**config.mk**
```make
export PLATFORM = sky130hd
export DESIGN_NAME = fb_page_refresh
export DESIGN_NICKNAME = d
export VERILOG_FILES = /design/src/rtl/fbr_pkg.sv /design/src/rtl/fbr_ctrl.sv /design/src/rtl/fbr_datapath.sv /design/src/rtl/fb_page_refresh.sv
export SDC_FILE = /design/constraint.sdc
export NUM_CORES = 1
export LEC_CHECK = 0
export BUFFER_PORTS_ARGS = -buffer_cell sky130_fd_sc_hd__buf_2
export CAP_MARGIN = 0
export CORE_MARGIN = 1.5
export CORE_UTILIZATION = 40
export DETAILED_ROUTE_END_ITERATION = 16
export GPL_TIMING_DRIVEN = 0
export PLACE_DENSITY_LB_ADDON = 0.08
export SETUP_SLACK_MARGIN = 0.15
export SYNTH_ARGS = -nofsm -noshare
export SYNTH_HDL_FRONTEND = slang
export SYNTH_SLANG_ARGS = --single-unit
```
**constraint.sdc**
```tcl
create_clock -name clk -period 2.05 [get_ports clk]
set_input_delay 0.1025 -clock clk [delete_from_list [all_inputs] [get_ports clk]]
set_output_delay 0.1025 -clock clk [all_outputs]
set_load 0.05 [all_outputs]
```
**src/rtl/fbr_pkg.sv**
```systemverilog
package fbr_pkg;

  // Rows gathered into one panel byte; fixed by the byte width of the bus.
  localparam int PAGE_ROWS = 8;
  localparam int CMD_BYTES = 3;

  typedef enum logic [2:0] {
    ST_IDLE,
    ST_CMD_LOAD,
    ST_GATHER,
    ST_DATA_LOAD,
    ST_SETUP,
    ST_STROBE,
    ST_HOLD,
    ST_FINISH
  } fbrState_t;

  // Strobes from the sequencer to the datapath.
  typedef struct packed {
    logic       issueRead;   // present a framebuffer address this cycle
    logic       captureBit;  // read data of the previous cycle is valid
    logic       loadCmd;     // put command byte cmdIdx on the bus
    logic [1:0] cmdIdx;
    logic       loadData;    // put the gathered byte on the bus
    logic       csActive;    // chip select asserted next cycle
    logic       wrActive;    // write strobe asserted next cycle
  } fbrStrobes_t;

endpackage

```
**src/rtl/fbr_ctrl.sv**
```systemverilog
module fbr_ctrl
  import fbr_pkg::*;
#(
  parameter int COLS       = 128,
  parameter int PAGES      = 16,
  parameter int ADDR_SETUP = 10,
  parameter int DATA_SETUP = 10
) (
  input  logic                     clk,
  input  logic                     rstN,
  input  logic                     refreshReq,
  output fbrStrobes_t              strobes,
  output logic [$clog2(PAGES)-1:0] page,
  output logic [$clog2(COLS)-1:0]  col,
  output logic [$clog2(PAGE_ROWS)-1:0] row,
  output logic                     busy,
  output logic                     done
);

  localparam int PAGE_W  = $clog2(PAGES);
  localparam int COL_W   = $clog2(COLS);
  localparam int ROW_W   = $clog2(PAGE_ROWS);
  localparam int GCNT_W  = ROW_W + 1;
  localparam int PH_MAX  = (ADDR_SETUP > DATA_SETUP) ? ADDR_SETUP : DATA_SETUP;
  localparam int PH_W    = $clog2(PH_MAX + 1);

  fbrState_t         state;
  logic [GCNT_W-1:0] gatherCnt;
  logic [PH_W-1:0]   phaseCnt;
  logic [1:0]        cmdIdx;
  logic              isData;
  logic              pending;

  always_ff @(posedge clk) begin
    if (!rstN) begin
      state     <= ST_IDLE;
      page      <= '0;
      col       <= '0;
      gatherCnt <= '0;
      phaseCnt  <= '0;
      cmdIdx    <= '0;
      isData    <= 1'b0;
      pending   <= 1'b0;
    end else begin
      // A request is remembered until the idle state consumes it.
      pending <= refreshReq | (pending & (state != ST_IDLE));
      unique case (state)
        ST_IDLE: begin
          if (pending) begin
            page   <= '0;
            col    <= '0;
            cmdIdx <= '0;
            state  <= ST_CMD_LOAD;
          end
        end
        ST_CMD_LOAD: begin
          isData   <= 1'b0;
          phaseCnt <= '0;
          state    <= ST_SETUP;
        end
        ST_GATHER: begin
          if (gatherCnt == GCNT_W'(PAGE_ROWS)) begin
            state <= ST_DATA_LOAD;
          end else begin
            gatherCnt <= gatherCnt + 1'b1;
          end
        end
        ST_DATA_LOAD: begin
          isData   <= 1'b1;
          phaseCnt <= '0;
          state    <= ST_SETUP;
        end
        ST_SETUP: begin
          if (phaseCnt == PH_W'(ADDR_SETUP - 1)) begin
            phaseCnt <= '0;
            state    <= ST_STROBE;
          end else begin
            phaseCnt <= phaseCnt + 1'b1;
          end
        end
        ST_STROBE: begin
          if (phaseCnt == PH_W'(DATA_SETUP - 1)) begin
            phaseCnt <= '0;
            state    <= ST_HOLD;
          end else begin
            phaseCnt <= phaseCnt + 1'b1;
          end
        end
        ST_HOLD: begin
          if (!isData) begin
            if (cmdIdx == 2'(CMD_BYTES - 1)) begin
              col       <= '0;
              gatherCnt <= '0;
              state     <= ST_GATHER;
            end else begin
              cmdIdx <= cmdIdx + 1'b1;
              state  <= ST_CMD_LOAD;
            end
          end else if (col == COL_W'(COLS - 1)) begin
            if (page == PAGE_W'(PAGES - 1)) begin
              state <= ST_FINISH;
            end else begin
              page   <= page + 1'b1;
              col    <= '0;
              cmdIdx <= '0;
              state  <= ST_CMD_LOAD;
            end
          end else begin
            col       <= col + 1'b1;
            gatherCnt <= '0;
            state     <= ST_GATHER;
          end
        end
        ST_FINISH: state <= ST_IDLE;
        default:   state <= ST_IDLE;
      endcase
    end
  end

  always_comb begin
    strobes            = '0;
    strobes.cmdIdx     = cmdIdx;
    strobes.issueRead  = (state == ST_GATHER) && (gatherCnt < GCNT_W'(PAGE_ROWS));
    strobes.captureBit = (state == ST_GATHER) && (gatherCnt != '0);
    strobes.loadCmd    = (state == ST_CMD_LOAD);
    strobes.loadData   = (state == ST_DATA_LOAD);
    strobes.csActive   = (state == ST_SETUP) || (state == ST_STROBE) || (state == ST_HOLD);
    strobes.wrActive   = (state == ST_STROBE);
  end

  assign row  = gatherCnt[ROW_W-1:0];
  assign busy = (state != ST_IDLE);
  assign done = (state == ST_FINISH);

endmodule

```
**src/rtl/fbr_datapath.sv**
```systemverilog
module fbr_datapath
  import fbr_pkg::*;
#(
  parameter int COLS  = 128,
  parameter int PAGES = 16
) (
  input  logic                              clk,
  input  logic                              rstN,
  input  fbrStrobes_t                       strobes,
  input  logic [$clog2(PAGES)-1:0]          page,
  input  logic [$clog2(COLS)-1:0]           col,
  input  logic [$clog2(PAGE_ROWS)-1:0]      row,
  output logic [$clog2(COLS*PAGES*PAGE_ROWS)-1:0] ramAddr,
  output logic                              ramRdEn,
  input  logic [7:0]                        ramRdData,
  output logic                              lcdCsN,
  output logic                              lcdDc,
  output logic                              lcdWrN,
  output logic [7:0]                        lcdData
);

  localparam int ADDR_W = $clog2(COLS * PAGES * PAGE_ROWS);

  logic [ADDR_W-1:0]    lineIdx;
  logic [PAGE_ROWS-1:0] gather;
  logic [7:0]           colWide;
  logic [7:0]           cmdByte;

  // Framebuffer row = page*8 + row; address = row*COLS + column.
  always_comb begin
    lineIdx = ADDR_W'(page) * ADDR_W'(PAGE_ROWS) + ADDR_W'(row);
    ramAddr = lineIdx * ADDR_W'(COLS) + ADDR_W'(col);
    ramRdEn = strobes.issueRead;
  end

  // Cursor command bytes: page select, column high bits, column low nibble.
  always_comb begin
    colWide = 8'(col);
    unique case (strobes.cmdIdx)
      2'd0:    cmdByte = 8'hB0 | {4'h0, 4'(page)};
      2'd1:    cmdByte = 8'h10 | {5'b0, colWide[6:4]};
      default: cmdByte = {4'h0, colWide[3:0]};
    endcase
  end

  // First row read lands in bit 7 after eight shifts.
  always_ff @(posedge clk) begin
    if (!rstN) begin
      gather <= '0;
    end else if (strobes.captureBit) begin
      gather <= {gather[PAGE_ROWS-2:0], (ramRdData != 8'h00)};
    end
  end

  always_ff @(posedge clk) begin
    if (!rstN) begin
      lcdCsN  <= 1'b1;
      lcdWrN  <= 1'b1;
      lcdDc   <= 1'b0;
      lcdData <= 8'h00;
    end else begin
      lcdCsN <= ~strobes.csActive;
      lcdWrN <= ~strobes.wrActive;
      if (strobes.loadCmd) begin
        lcdDc   <= 1'b0;
        lcdData <= cmdByte;
      end else if (strobes.loadData) begin
        lcdDc   <= 1'b1;
        lcdData <= gather;
      end
    end
  end

endmodule

```
**src/rtl/fb_page_refresh.sv**
```systemverilog
module fb_page_refresh
  import fbr_pkg::*;
#(
  parameter int COLS       = 128,
  parameter int PAGES      = 16,
  parameter int ADDR_SETUP = 10,
  parameter int DATA_SETUP = 10
) (
  input  logic                                    clk,
  input  logic                                    rstN,
  input  logic                                    refreshReq,
  output logic                                    busy,
  output logic                                    done,
  output logic [$clog2(COLS*PAGES*PAGE_ROWS)-1:0] ramAddr,
  output logic                                    ramRdEn,
  input  logic [7:0]                              ramRdData,
  output logic                                    lcdCsN,
  output logic                                    lcdDc,
  output logic                                    lcdWrN,
  output logic [7:0]                              lcdData
);

  fbrStrobes_t                 strobes;
  logic [$clog2(PAGES)-1:0]    page;
  logic [$clog2(COLS)-1:0]     col;
  logic [$clog2(PAGE_ROWS)-1:0] row;

  fbr_ctrl #(
    .COLS(COLS), .PAGES(PAGES),
    .ADDR_SETUP(ADDR_SETUP), .DATA_SETUP(DATA_SETUP)
  ) u_ctrl (
    .clk(clk), .rstN(rstN), .refreshReq(refreshReq),
    .strobes(strobes), .page(page), .col(col), .row(row),
    .busy(busy), .done(done)
  );

  fbr_datapath #(
    .COLS(COLS), .PAGES(PAGES)
  ) u_dp (
    .clk(clk), .rstN(rstN), .strobes(strobes),
    .page(page), .col(col), .row(row),
    .ramAddr(ramAddr), .ramRdEn(ramRdEn), .ramRdData(ramRdData),
    .lcdCsN(lcdCsN), .lcdDc(lcdDc), .lcdWrN(lcdWrN), .lcdData(lcdData)
  );

endmodule

```
==> metrics.cfg <==
[run_status]
run_status=finished, final reports clean

[yosys]
async_flop_share_pct=0
net_count_after_synthesis=296
synth_cells=276
synth_cell_type_count=49
synth-edff-count=0
netlist.top_cell.by_area=sky130_fd_sc_hd__dfxtp_1
avgSynthCellArea_um2=8.40
netlist_top_cells_area=sky130_fd_sc_hd__dfxtp_1 (39%), sky130_fd_sc_hd__mux2i_1 (6.0%), sky130_fd_sc_hd__a21oi_1 (5.8%), sky130_fd_sc_hd__ha_1 (4.9%), sky130_fd_sc_hd__nor2_1 (4.0%)
synthDominantCellAreaShare_pct=38.8
synth-seq-cells=45
synth_area_um2=2320
ys.flop_type=sky130_fd_sc_hd__dfxtp_1
synth.yosys.warnings=0
synth.yosys.seq_area_share_pct=38.8

[placement]
port_buffers=38
place.detailed.instances=386
detailed_place_hpwl_mm=4.19
gp_routability_congestion=0.823

[worst_setup_path]
worst-endpoint-required_ns=2.27
category_of_the_most_critical_setup_path=reg -> reg
arrival_time_reported_for_the_critical_path_endpoint_ns=2.11
end_kind=flop
path_max_fanout=8
worst_setup_path_start_kind=flop

[drt]
count_of_nets_left_with_antenna_violations_after_detail_routing=0
num_vias=2174
finalWirelength_mm=5.92
drtPass1Iterations=4
route.detailed.wl_per_inst_um=14.9
via_per_inst=5.48
drcViolationCount=0
initialDrtViolationCount=73

[floorplanning]
io_pins=39
floorplan.initialDensity_pct=41.9
chipHeight_um=79.2
dieArea_um2=6270
core_region_area_um2=5540
die_w_um=79.2
num_rows=27

[timing]
worst-slew-pin-transition_ns=0.641
final_min_period_over_clock_period_pct=92.0
max-slew-margin-rel_pct=57.0
timing.clock.skew_ns=0.00828
achievable-frequency_ghz=0.530
unrepaired_setup_endpoints_after_global_routing=yes
report.final.slew_viol_count=0
timing.final.crit_period_ns=1.89
hold_violations=0
setup_viol_count_final=0
fin_tns_setup_ns=0

[clocking]
cts_buffers=5
tritoncts_clock_tree=yes
h-tree-depth=2
clock_tree.buffer_depth=2
root_buffer=sky130_fd_sc_hd__clkbuf_8
clkTransAtPathRegs_ns=0.09
clock_sink_count=45
clk-insertion-delay-late_ns=0.31

[power_and_ir_drop]
leakage_nw=1.08
pwr_density_cell_nw_per_um2=629
vdd_drop_max_uv=309

[global_route]
via_count_of_the_first_global_routing_pass=2018
grt_antenna_before_repair=0
grt-ovfl-total=0
groute.usage.overall_pct=19.9
grt_first_pass_wirelength_mm=9.74
grt_start_max_net_pins=15

[cells_and_area]
antenna_diode_count=0
synthToLayoutAreaGrowth_pct=21.9
post_route_cells_drive_above_1_share_pct=25.5
most-common-layout-cells=sky130_fd_sc_hd__buf_2 (40), sky130_fd_sc_hd__dfxtp_1 (37), sky130_fd_sc_hd__nor2_1 (24), sky130_fd_sc_hd__a21oi_1 (24), sky130_fd_sc_hd__nand2_1 (18)
fillCellCount=547
layout.cells.most_common=sky130_fd_sc_hd__buf_2
design.final.nets=344
finalNonFillerCells=397

[job]
max-cap-violations=0

[min_path]
worstHoldPathType=in -> reg

## critical path, cell delays in order, from the launching register on
cell and delay (ns):
sky130_fd_sc_hd__dfxtp_1 0.45, sky130_fd_sc_hd__or3b_4 0.42, sky130_fd_sc_hd__a21o_2 0.25, sky130_fd_sc_hd__or4b_1 0.53, sky130_fd_sc_hd__a21oi_1 0.16
## area by class of cell
| cell class | instances | area (um2) | area share (%) |
|---|---|---|---|
| Clock buffer | 6 | 82.6 | 2.92 |
| Timing Repair Buffer | 41 | 228 | 8.05 |
| Sequential cell | 45 | 916 | 32.4 |
| Buffer | 18 | 97.6 | 3.45 |
| Tap cell | 72 | 90.1 | 3.19 |
| Clock inverter | 2 | 36.3 | 1.28 |
| Multi-Input combinational cell | 200 | 1330 | 47.0 |
| Inverter | 13 | 48.8 | 1.73 |
## path summary, 6_finish.rpt
| path | slack [ns] | start | end | cells after the start |
|---|---|---|---|---|
| setup / recovery | 0.16 | u_ctrl.pending$_SDFF_PN0_ | u_ctrl.col[1]$_SDFFE_PN0P_ | 4 |
| hold / removal | 0.18 | ramRdData[6] | u_dp.gather[0]$_SDFFE_PN0P_ | 3 |
| setup reg to reg | 0.16 | u_ctrl.pending$_SDFF_PN0_ | u_ctrl.col[1]$_SDFFE_PN0P_ | 4 |
| hold reg to reg | 0.46 | u_dp.lcdDc$_SDFFE_PP0P_ | u_dp.lcdDc$_SDFFE_PP0P_ | 2 |
## cells by family (layout without fill, tap and decap cells)
group | Yosys count | in the layout | share of synthesized area, %
AND/OR/NAND/NOR | 96 | 96 | 21.5
AO/OA/AOI/OAI | 81 | 81 | 22.7
flip-flops | 45 | 45 | 38.8
buffers and inverters | 31 | 80 | 6.09
multiplexers | 14 | 14 | 6.04
adder cells (fa/ha/maj) | 9 | 9 | 4.85
## layer usage
metal	GRT usage [%]	vias up	wire, um
li1	-	1099	-
met1	26.5	1020	2900
met4	10.0	0	145
met3	3.91	13	236
met2	30.6	42	2640
met5	0	-	0
## report_power, final
| part | switching, W | internal, W | total, W |
|---|---|---|---|
| clock | 0.000320 | 0.000398 | 0.000718 |
| sequential | 0.00000996 | 0.000884 | 0.000894 |
| combinational | 0.000113 | 0.0000523 | 0.000166 |
| total | 0.000444 | 0.00133 | 0.00178 |
## per-stage QoR
step / setup slack, ns / total power [W] / hold slack [ns] / area (um2) / util, %
CTS: 0.155 / 0.00179 / 0.178 / 2760 / 49.8
floorplan: 0.110 / 0.00103 / 0.220 / 2330 / -
detailed placement: 0.0592 / 0.00107 / 0.319 / 2620 / 47.2
finish: 0.164 / 0.00178 / 0.179 / 2830 / 51.0
global route: 0.0705 / 0.00184 / 0.236 / 2830 / 51.0
global placement: 0.00679 / 0.00107 / 0.312 / 2620 / 47.2
## timing repair
item                                    4_1_cts  5_1_grt
endpoints found under the setup margin       16       23
hold endpoints to repair                      1        0
resized for setup                             4       17
hold buffers                                  1        0
setup buffers                                 0        2
pin swaps                                     0        1
## flip-flops by register name, summed over array words and instances, names as in the netlist, 2 cells and up
signal / cells
u_dp.gather: 8
u_dp.lcdData: 8
u_ctrl.col: 7
u_ctrl.gatherCnt: 4
u_ctrl.page: 4
u_ctrl.phaseCnt: 4
u_ctrl.state: 3
u_ctrl.cmdIdx: 2
## Yosys cell counts (all sizes together) (3+ instances only)
cell and number:
nand2 18, and3 5, nor4 3, or3 3
o211ai 8, a21boi 4, nor3 7, a311oi 3
ha 9, buf 7, nor2 25, or4 5
o31ai 4, a311o 3, a21oi 28, clkbuf 11
nor2b 3, dfxtp 45, inv 13, o21ai 14
a22oi 3, mux2i 14, nand3 13
Note: power is estimated with default switching activity, not from simulation.
